**config.mk**
```make
export PLATFORM = sky130hd
export DESIGN_NAME = rdpf_ctrl
export DESIGN_NICKNAME = d
export VERILOG_FILES = /design/src/rtl/rdpf_pkg.sv /design/src/rtl/rdpf_limit.sv /design/src/rtl/rdpf_fifo.sv /design/src/rtl/rdpf_ctrl.sv
export SDC_FILE = /design/constraint.sdc
export NUM_CORES = 1
export LEC_CHECK = 0
export ABC_AREA = 1
export BUFFER_PORTS_ARGS = -buffer_cell sky130_fd_sc_hd__buf_2
export CORE_ASPECT_RATIO = 1.75
export CORE_MARGIN = 4
export CORE_UTILIZATION = 25
export CTS_BUF_LIST = sky130_fd_sc_hd__clkbuf_16
export CTS_CLUSTER_DIAMETER = 150
export DETAILED_ROUTE_END_ITERATION = 10
export SLEW_MARGIN = 0
export SYNTH_ARGS = -nofsm -noshare
export SYNTH_HDL_FRONTEND = slang
export SYNTH_HIERARCHICAL = 1
export SYNTH_SLANG_ARGS = --single-unit
```
**constraint.sdc**
```tcl
create_clock -name clk -period 4.5 [get_ports clk]
set_input_delay 0.9 -clock clk [delete_from_list [all_inputs] [get_ports clk]]
set_output_delay 0.9 -clock clk [all_outputs]
set_load 0.005 [all_outputs]
```
**src/rtl/rdpf_pkg.sv**
```systemverilog
package rdpf_pkg;

    typedef enum logic [2:0] {
        CMD_CFG = 3'd0,
        CMD_IO  = 3'd1,
        CMD_MEM = 3'd2,
        CMD_MRL = 3'd3,
        CMD_MRM = 3'd4
    } rd_cmd_e;

    typedef enum logic [1:0] {
        ST_IDLE,
        ST_FETCH,
        ST_DRAIN,
        ST_FLUSH
    } pf_state_e;

endpackage

```
**src/rtl/rdpf_limit.sv**
```systemverilog
module rdpf_limit
    import rdpf_pkg::*;
#(
    parameter int ADDR_W    = 30,
    parameter int FLOW_SPAN = 1024,
    localparam int CNT_W    = $clog2(FLOW_SPAN) + 1
) (
    input  logic [2:0]        cmd,
    input  logic [ADDR_W-1:0] addr,
    input  logic              pref,
    input  logic              upstream,
    input  logic              up_en,
    input  logic [7:0]        cls,
    input  logic              flow,
    output logic [CNT_W-1:0]  words,
    output logic              fill_mode
);

    localparam logic [CNT_W-1:0] SPAN_C = CNT_W'(FLOW_SPAN);

    logic             prefetch;
    logic             small_line;
    logic [CNT_W-1:0] line;
    logic [CNT_W-1:0] low;

    always_comb begin
        case (rd_cmd_e'(cmd))
            CMD_MEM:          prefetch = upstream ? up_en : pref;
            CMD_MRL, CMD_MRM: prefetch = 1'b1;
            default:          prefetch = 1'b0;
        endcase
        small_line = (cls == 8'd1) || (cls == 8'd2) || (cls == 8'd4) || (cls == 8'd8);
        line       = small_line ? CNT_W'(cls) : CNT_W'(16);
        low        = addr[CNT_W-1:0];
        words      = CNT_W'(1);
        fill_mode  = 1'b0;
        if (prefetch) begin
            if (flow) begin
                words = SPAN_C - (low & (SPAN_C - CNT_W'(1)));
            end else if (rd_cmd_e'(cmd) == CMD_MRM) begin
                if (small_line) begin
                    words = (line << 1) - (low & (line - CNT_W'(1)));
                end else begin
                    fill_mode = 1'b1;
                    words     = SPAN_C - (low & (SPAN_C - CNT_W'(1)));
                end
            end else begin
                words = line - (low & (line - CNT_W'(1)));
            end
        end
    end

endmodule

```
**src/rtl/rdpf_fifo.sv**
```systemverilog
module rdpf_fifo #(
    parameter int DATA_W = 32,
    parameter int DEPTH  = 32,
    localparam int PTR_W = (DEPTH > 1) ? $clog2(DEPTH) : 1,
    localparam int QCNT_W = $clog2(DEPTH + 1)
) (
    input  logic              clk,
    input  logic              rst_n,
    input  logic              clr,
    input  logic              push,
    input  logic [DATA_W-1:0] din,
    input  logic              pop,
    output logic [DATA_W-1:0] dout,
    output logic              full,
    output logic              empty,
    output logic [QCNT_W-1:0] count
);

    localparam logic [PTR_W-1:0]  LAST_P = PTR_W'(DEPTH - 1);
    localparam logic [QCNT_W-1:0] FULL_C = QCNT_W'(DEPTH);

    logic [DATA_W-1:0] mem [DEPTH];
    logic [PTR_W-1:0]  wr_ptr;
    logic [PTR_W-1:0]  rd_ptr;
    logic              do_push;
    logic              do_pop;

    assign full    = (count == FULL_C);
    assign empty   = (count == '0);
    assign do_push = push && !full && !clr;
    assign do_pop  = pop && !empty && !clr;
    assign dout    = mem[rd_ptr];

    always_ff @(posedge clk) begin
        if (do_push) begin
            mem[wr_ptr] <= din;
        end
    end

    always_ff @(posedge clk) begin
        if (!rst_n || clr) begin
            wr_ptr <= '0;
            rd_ptr <= '0;
            count  <= '0;
        end else begin
            if (do_push) begin
                wr_ptr <= (wr_ptr == LAST_P) ? '0 : wr_ptr + PTR_W'(1);
            end
            if (do_pop) begin
                rd_ptr <= (rd_ptr == LAST_P) ? '0 : rd_ptr + PTR_W'(1);
            end
            case ({do_push, do_pop})
                2'b10:   count <= count + QCNT_W'(1);
                2'b01:   count <= count - QCNT_W'(1);
                default: count <= count;
            endcase
        end
    end

endmodule

```
**src/rtl/rdpf_ctrl.sv**
```systemverilog
module rdpf_ctrl
    import rdpf_pkg::*;
#(
    parameter int ADDR_W    = 30,
    parameter int DATA_W    = 32,
    parameter int DEPTH     = 32,
    parameter int FLOW_SPAN = 1024
) (
    input  logic              clk,
    input  logic              rst_n,
    input  logic              req_valid,
    input  logic [2:0]        req_cmd,
    input  logic [ADDR_W-1:0] req_addr,
    input  logic              req_pref,
    input  logic              req_upstream,
    input  logic [7:0]        req_cls,
    input  logic              req_flow,
    input  logic              up_pf_en,
    output logic              busy,
    output logic              fetch_valid,
    output logic [ADDR_W-1:0] fetch_addr,
    input  logic              tgt_ack,
    input  logic [DATA_W-1:0] tgt_data,
    input  logic              tgt_disc,
    output logic              ini_valid,
    output logic [DATA_W-1:0] ini_data,
    output logic              ini_last,
    input  logic              ini_ready,
    input  logic              ini_term
);

    localparam int CNT_W  = $clog2(FLOW_SPAN) + 1;
    localparam int QCNT_W = $clog2(DEPTH + 1);

    pf_state_e         state;
    pf_state_e         state_nx;
    logic [ADDR_W-1:0] base_q;
    logic [CNT_W-1:0]  limit_q;
    logic [CNT_W-1:0]  issued_q;
    logic              fill_q;
    logic [CNT_W-1:0]  limit_w;
    logic              fill_w;
    logic              q_full;
    logic              q_empty;
    logic [QCNT_W-1:0] q_count;
    logic              q_clr;
    logic              push;
    logic              pop;
    logic              final_fetch;

    rdpf_limit #(
        .ADDR_W    (ADDR_W),
        .FLOW_SPAN (FLOW_SPAN)
    ) u_limit (
        .cmd       (req_cmd),
        .addr      (req_addr),
        .pref      (req_pref),
        .upstream  (req_upstream),
        .up_en     (up_pf_en),
        .cls       (req_cls),
        .flow      (req_flow),
        .words     (limit_w),
        .fill_mode (fill_w)
    );

    rdpf_fifo #(
        .DATA_W (DATA_W),
        .DEPTH  (DEPTH)
    ) u_fifo (
        .clk   (clk),
        .rst_n (rst_n),
        .clr   (q_clr),
        .push  (push),
        .din   (tgt_data),
        .pop   (pop),
        .dout  (ini_data),
        .full  (q_full),
        .empty (q_empty),
        .count (q_count)
    );

    assign push        = fetch_valid && tgt_ack;
    assign pop         = ini_valid && ini_ready && !ini_term;
    assign final_fetch = push && (tgt_disc || (issued_q + CNT_W'(1) == limit_q));

    // next-state logic
    always_comb begin
        state_nx = state;
        unique case (state)
            ST_IDLE: begin
                if (req_valid) state_nx = ST_FETCH;
            end
            ST_FETCH: begin
                if (ini_term)                 state_nx = ST_FLUSH;
                else if (final_fetch)         state_nx = ST_DRAIN;
                else if (fill_q && q_full)    state_nx = ST_DRAIN;
            end
            ST_DRAIN: begin
                if (ini_term)                 state_nx = ST_FLUSH;
                else if (q_empty || (pop && q_count == QCNT_W'(1)))
                                              state_nx = ST_IDLE;
            end
            ST_FLUSH: state_nx = ST_IDLE;
            default:  state_nx = ST_IDLE;
        endcase
    end

    // state register
    always_ff @(posedge clk) begin
        if (!rst_n) state <= ST_IDLE;
        else        state <= state_nx;
    end

    // request context and fetch counter
    always_ff @(posedge clk) begin
        if (!rst_n) begin
            base_q   <= '0;
            limit_q  <= '0;
            fill_q   <= 1'b0;
            issued_q <= '0;
        end else if (state == ST_IDLE && req_valid) begin
            base_q   <= req_addr;
            limit_q  <= limit_w;
            fill_q   <= fill_w;
            issued_q <= '0;
        end else if (push) begin
            issued_q <= issued_q + CNT_W'(1);
        end
    end

    // outputs
    always_comb begin
        busy        = (state != ST_IDLE);
        fetch_valid = (state == ST_FETCH) && !q_full;
        fetch_addr  = base_q + ADDR_W'(issued_q);
        ini_valid   = ((state == ST_FETCH) || (state == ST_DRAIN)) && !q_empty;
        ini_last    = ini_valid && (state == ST_DRAIN) && (q_count == QCNT_W'(1));
        q_clr       = (state == ST_FLUSH);
    end

endmodule

```
==> results of run 1 <==
sequential cells by signal (all words and copies together), names as in the netlist, named ones only:
| name | count |
|---|---|
| state | 2 |
| base_q | 30 |
| issued_q | 11 |
| u_fifo/mem | 1024 |
| limit_q | 11 |
| u_fifo/count | 6 |
| u_fifo/wr_ptr | 5 |
| u_fifo/rd_ptr | 5 |
| fill_q | 1 |
critical path, stage by stage, from the launching register on:
cell	delay (ns)
dfxtp_4	0.42
buf_12	0.40
buf_4	0.70
nand2_1	0.10
nand3_1	0.11
nand2_1	0.06
a21oi_1	0.12
o31ai_1	0.12
a21oi_1	0.32
buf_2	0.19
power by group through the flow:
| stage | Clock, mW | Sequential (mW) | Combinational (mW) |
|---|---|---|---|
| global route | 9.05 | 11.7 | 4.05 |
| floorplan | 0 | 11.8 | 2.38 |
| detailed placement | 0 | 11.9 | 3.63 |
| finish | 8.46 | 11.7 | 3.62 |
| global placement | 0 | 11.9 | 3.58 |
| CTS | 8.65 | 11.6 | 3.65 |
metrics by stage:
step	hold WS [ns]	total power, mW	area, sq um	cells
after global placement	0.4745	15.44	51400	6854
after detailed placement	0.4704	15.50	51400	6854
final	0.4797	23.73	54680	7039
after global routing	0.4555	24.78	54680	7038
after floorplan	0.4442	14.16	47650	4402
after CTS	0.4112	23.95	54670	7037
cells by family after synthesis:
| kind of cell | count (synthesis) | synth area share (%) |
|---|---|---|
| other cells | 2 | 0.01577 |
| fa+ha+maj | 40 | 1.067 |
| xor+xnor | 39 | 0.7171 |
| flops | 1100 | 67.75 |
| buf+inv | 379 | 3.906 |
| compound gates | 411 | 4.941 |
| simple gates | 2425 | 21.60 |
Yosys cell counts (23+ instances only):
| cell type | count |
|---|---|
| inv_1 | 126 |
| xor2_1 | 23 |
| dfxtp_1 | 76 |
| buf_2 | 114 |
| o21ai_0 | 79 |
| a21oi_1 | 228 |
| edfxtp_1 | 1024 |
| buf_4 | 39 |
| nand3_1 | 727 |
| clkbuf_1 | 51 |
| o31ai_1 | 33 |
| nor2_1 | 202 |
| a21oi_2 | 29 |
| ha_1 | 39 |
| nand2_1 | 1413 |
metal layers:
| metal | vias to the layer above | GRT usage (%) | routed length (um) | share of wire, % |
|---|---|---|---|---|
| met5 | - | 0 | 49 | 0.035 |
| met4 | 8 | 6.576 | 6604 | 4.8 |
| met3 | 285 | 1.748 | 8795 | 6.4 |
| met2 | 1300 | 24.87 | 71730 | 52 |
| met1 | 16376 | 15.65 | 50980 | 37 |
| li1 | 15508 | - | - | - |
path summary, 6_finish.rpt:
check / endpoint / cells past startpoint / slack [ns] / startpoint
hold / removal: limit_q[2]$_SDFFE_PN0P_ / 2 / 0.48 / limit_q[2]$_SDFFE_PN0P_
setup reg to reg: u_fifo/mem[4][23]$_DFFE_PP_ / 11 / 1.04 / u_fifo/count[0]$_SDFFE_PP0P_
setup / recovery: ini_data[31] / 9 / 0.31 / register
hold reg to reg: limit_q[2]$_SDFFE_PN0P_ / 2 / 0.48 / limit_q[2]$_SDFFE_PN0P_
area by class of cell:
type / instances / area [sq um] / share of cell area [%]
Sequential cell: 1100 / 32290 / 59.05
Multi-Input combinational cell: 2923 / 13770 / 25.18
Tap cell: 2449 / 3064 / 5.604
Clock buffer: 100 / 2502 / 4.577
Timing Repair Buffer: 245 / 1742 / 3.185
Clock inverter: 83 / 767.0 / 1.403
Inverter: 137 / 544.3 / 0.9954
Antenna cell: 2 / 5.005 / 0.009153
==> summary.md, run 1 <==
| Metric | Value |
|---|---|
| Status | `complete, no violations` |
| FFs w/ async S/R, synth | `0%` |
| Number of global-route vias before repair | `around 32000` |
| Setup TNS Final | `0 ns` |
| Clock network fraction of design power | `a little over a third` |
| Inserted Clock Buffers | `100` |
| Unique masters post-synth | `between 50 and 60` |
| Worst-case clock buffer depth | `3` |
| Fin crit period | `4.192 ns` |
| CP Launch Type | `register` |
| TritonCTS clock tree | `done` |
| Starting DRT DRC Count | `around 2600` |
| Post-synth top area share | `64.56%` |
| Layout Skew | `0.08073 ns` |
| Clk_lat worst skew | `0.74 ns` |
| Unrepaired setup endpoints after global routing | `no` |
| Total internal power | `approximately 17 mW` |
| First-pass GRT wire length | `just over 200 mm` |
| Sequential area share after synthesis | `approximately two thirds` |
| Synth area leaders | `edfxtp_1 65%, nand2_1 11%, nand3_1 7.6%` |
| Via count | `between 30000 and 40000` |
| # nets final | `around 4600` |
| Row count | `around 210` |
| Most frequent cells in the layout | `1413 x nand2_1, 1024 x edfxtp_1, 727 x nand3_1` |
| Post-Syn Instances | `about 4400` |
| Combinational power share | `15.3%` |
| Setup crit end kind | `output pin` |
| Post-CTS setup buffers | `0` |
| # IOs | `150` |
| Req. time, crit path | `3.60 ns` |
| IO buf count | `149` |
| Clock slew at reported path FFs | `0.07 ns` |
| Commonest non-fill, non-tap cell in the layout | `nand2_1` |
| Primary FF master, synth | `edfxtp_1` |
| CTS resizes | `0` |
| Initial Util | `~25%` |
| Largest net degree at the start of global routing | `about 200` |
| Worst EP arrival | `~3.3 ns` |
| Die ar. | `between 150000 and 200000 sq um` |
| Crit-path max FO | `96` |
| Final worst-path cycle share | `a little over 90%` |
| Sequential power share | `between 40% and 50%` |
| Synthesized area per cell | `about 11 sq um` |
| Gpl congestion | `slightly above 0.8` |
| Total congestion overflow | `0` |
| Util after Layout | `about 29%` |
| Post-synthesis register bit count | `1100` |
| Initial antenna violation count | `10` |
| Gr usage total | `between 10% and 20%` |
| Final setup vio count | `0` |
| Maxcap violations | `0` |
| Final hold vios | `0` |
| Area Overhead vs Synth | `14.80%` |
| DR pass1 iterations | `5` |
| WS Path Type | `reg2out` |
| CTS Root Buffer Type | `clkbuf_16` |
| Worst Hold Class | `reg2reg` |
| Die Ht | `slightly below 600 um` |
| Fmax | `0.2386 GHz` |
| Final Max Tran Viols | `0` |
| Place WS | `0.4602 ns` |
| Via density | `approximately 4.8` |
| Routed WL per cell | `roughly 20 um` |
| Layout cells sized above 1 | `between 10% and 20%` |
| Clock sink count | `between 1000 and 1500` |
| Post-Route WL | `roughly 140 mm` |
| Die X | `between 300 and 400 um` |
| Largest area contributor in the netlist | `edfxtp_1` |
| Number of enable flip-flop cells after synthesis | `slightly above 1000` |
| ANT nets after route | `0` |
| Core area | `189000 sq um` |
| Post-detail-place hpwl | `between 70 and 80 mm` |
| CTS H-Tree Depth | `3` |
| Fillcell total | `approximately 19000` |
| Leak | `19.62 nW` |
| Final worst slack | `about 0.31 ns` |
| Net Sw Power | `about 6.7 mW` |
| # DRC | `0` |
| Peak supply drop | `a little over 400 uV` |
| Relative slew slack | `a little under a third` |
| Post-Synthesis Cell Area | `around 48000 sq um` |
| Switching Share | `between 20% and 30%` |
| Cell Pwr Density | `434.0 nW/um^2` |
| Worst-Margin Slew | `approximately 1.0 ns` |
| Hold buffer count at cts | `0` |
| YS warnings | `6` |
Note: power is estimated with default switching activity, not from simulation.
==> run 2, diff against run 1 <==
Settings changed: CTS_BUF_LIST sky130_fd_sc_hd__clkbuf_16 to unset.
==> summary.md, run 2 (synthesis gave the netlist of run 1 again) <==
| Metric | Value |
|---|---|
| Post-CTS setup buffers | `0 (unchanged)` |
| Number of global-route vias before repair | `32330 (-0.034%)` |
| Inserted Clock Buffers | `100 (unchanged)` |
| CTS Root Buffer Type | `clkbuf_16` |
| Status | `complete, no violations` |
| CP Launch Type | `register` |
| Largest net degree at the start of global routing | `201 (unchanged)` |
| Area of placed instances | `51400 sq um (unchanged)` |
| Die Ht | `585.4 um (unchanged)` |
| Largest register by flop count | `u_fifo/mem` |
| Clk_lat worst skew | `0.74 ns (about the same)` |
| Pwr Total | `23.76 mW (+0.13%)` |
| # DRC | `0 (unchanged)` |
| Sequential power share | `49.0% (about the same)` |
| Combinational power share | `15.3% (about the same)` |
| Most frequent cells in the layout | `1413 x nand2_1, 1024 x edfxtp_1, 727 x nand3_1` |
| Leak | `19.56 nW (-0.32%)` |
| Initial antenna violation count | `10 (unchanged)` |
| Post-detail-place hpwl | `79.38 mm (unchanged)` |
| Starting DRT DRC Count | `2549 (-0.39%)` |
| Hold depth | `2 (unchanged)` |
| Met3 wire length | `8.853 mm (+0.66%)` |
| Util after Layout | `28.93% (unchanged)` |
| Final hold vios | `0 (unchanged)` |
| Worst path depth | `9 (unchanged)` |
| CP max stage cell | `inv_16` |
| Setup crit end kind | `output pin` |
| Worst stage delay on the critical path | `0.50 ns (-0.20 ns)` |
| DRT met1 WL | `51.03 mm (about the same)` |
| # nets final | `4631 (unchanged)` |
| Top routing layer in use | `met5` |
| # IOs | `150 (unchanged)` |
| Gpl congestion | `0.8284 (unchanged)` |
| Inst Count DP | `6854 (unchanged)` |
| IO buf count | `149 (unchanged)` |
| Max reg flops | `1024 (unchanged)` |
| Worst path cell trace | `inv_16 -> buf_4 -> nand2_1 -> nand3_1 -> nand3_1 -> a21oi_1 -> nor2_1 -> a21oi_2 -> buf_2` |
| Layout cells sized above 1 | `11.29% (unchanged)` |
| Most Frequent Cell on Critical Path | `nand3_1` |
| Die ar. | `197800 sq um (unchanged)` |
| Largest regs | `u_fifo/mem: 1024 flops, base_q: 30 flops` |
| Unrepaired setup endpoints after global routing | `no` |
| Fin crit period | `4.182 ns (-0.009939 ns)` |
| First-pass GRT wire length | `204.5 mm (about the same)` |
| Clock network fraction of design power | `35.7% (about the same)` |
| Layout Skew | `0.08226 ns (+0.001529 ns)` |
| Post-Route WL | `138.3 mm (about the same)` |
| Total internal power | `17.12 mW (+0.20%)` |
| Clock slew at reported path FFs | `0.07 ns (about the same)` |
| Cell Pwr Density | `434.6 nW/um^2 (+0.13%)` |
| Switching Share | `27.97% (-0.053 points)` |
| Total congestion overflow | `0 (unchanged)` |
| Core area | `189000 sq um (unchanged)` |
| Final worst-path cycle share | `92.93% (-0.22 points)` |
| Routed wl met2 | `71.70 mm (about the same)` |
| Via count | `33440 (-0.11%)` |
| Via density | `4.751 (-0.11%)` |
| ANT nets after route | `0 (unchanged)` |
| Gr usage total | `13.63% (unchanged)` |
| Non-Filler Instances | `7039 (unchanged)` |
| Setup TNS Final | `0 ns (unchanged)` |
| Worst R2R Path Depth | `11 (unchanged)` |
| Relative slew slack | `31.28% (+0.11 points)` |
| Hold buffer count at cts | `0 (unchanged)` |
| Cell area after layout | `54680 sq um (unchanged)` |
| Area Overhead vs Synth | `14.80% (unchanged)` |
| Row count | `211 (unchanged)` |
| Fillcell total | `19346 (unchanged)` |
| WP buf/inv | `3 (unchanged)` |
| TritonCTS clock tree | `done` |
| Final setup vio count | `0 (unchanged)` |
| Commonest non-fill, non-tap cell in the layout | `nand2_1` |
| Clock sink count | `1100 (unchanged)` |
| CTS H-Tree Depth | `3 (unchanged)` |
| Peak supply drop | `404.0 uV (about the same)` |
| Worst EP arrival | `3.28 ns (about the same)` |
| Final Max Tran Viols | `0 (unchanged)` |
| WS Path Type | `reg2out` |
| Req. time, crit path | `3.60 ns (about the same)` |
| Worst-Margin Slew | `1.025 ns (-0.001606 ns)` |
| Initial Util | `25.20% (unchanged)` |
| Routed WL per cell | `19.64 um (about the same)` |
| Fmax | `0.2391 GHz (+0.24%)` |
| Maxcap violations | `0 (unchanged)` |
| CP delay by family, top | `buffers and inverters` |
| CTS resizes | `0 (unchanged)` |
| Die X | `338.0 um (unchanged)` |
| DR pass1 iterations | `7 (+2)` |
| Worst-case clock buffer depth | `3 (unchanged)` |
| Crit-path max FO | `200 (+110%)` |
| Net Sw Power | `6.646 mW (about the same)` |
| Worst Hold Class | `reg2reg` |
[run 2: cell count changes in the layout (fill, tap and decap cells not counted)]
cell | before | now
clkbuf_1 | 0 | 15
inv_1 | 139 | 124
[run 2: routing by layer]
metal  vias to the layer above  global-route usage, %
li1                      15507                      -
met1                     16380                  15.65
met2                      1262                  24.87
met3                       283                  1.748
met4                         8                  6.576
met5                         -                      0
[run 2: power by group through the flow]
stage / combinational (mW) / sequential (mW) / clock (mW)
after floorplan: 2.38 / 11.8 / 0
after global placement: 3.58 / 11.9 / 0
after detailed placement: 3.63 / 11.9 / 0
after CTS: 3.65 / 11.6 / 8.68
after global routing: 4.05 / 11.7 / 9.08
final: 3.62 / 11.7 / 8.49
[run 2: worst reg2reg max path, stage by stage (launching register included)]
cell     delay, ns
dfxtp_1       0.46
nor2_1        0.11
nand4_1       0.14
inv_1         0.07
nor2_1        0.22
nand2_1       0.28
inv_1         0.19
nand3_2       0.18
inv_1         0.20
nand2_1       0.47
nor2_4        0.25
buf_4         0.51
[run 2: path summary, 6_finish.rpt]
kind	start	to	slack, ns
setup / recovery	register	ini_data[4]	0.32
hold / removal	limit_q[2]$_SDFFE_PN0P_	limit_q[2]$_SDFFE_PN0P_	0.48
setup reg to reg	u_fifo/count[0]$_SDFFE_PP0P_	u_fifo/mem[4][23]$_DFFE_PP_	1.04
hold reg to reg	limit_q[2]$_SDFFE_PN0P_	limit_q[2]$_SDFFE_PN0P_	0.48
[run 2: stage by stage]
step | hold slack, ns | setup slack [ns]
finish | 0.4797 | 0.3181
CTS | 0.4112 | 0.2046
global route | 0.4555 | 0.05533
detailed placement | 0.4704 | 0.4602
global placement | 0.4745 | 0.4517
floorplan | 0.4442 | 0.8150
[run 2: cell type report]
type / instances / area, sq um / share of cell area, %
diodes: 2 / 5.005 / 0.009153
clock buffers: 115 / 2559 / 4.680
well taps: 2449 / 3064 / 5.604
flip-flops and latches: 1100 / 32290 / 59.05
inverters: 137 / 544.3 / 0.9954
clock inverters: 68 / 710.7 / 1.300
multi-input cells: 2923 / 13770 / 25.18
repair buffers: 245 / 1742 / 3.185
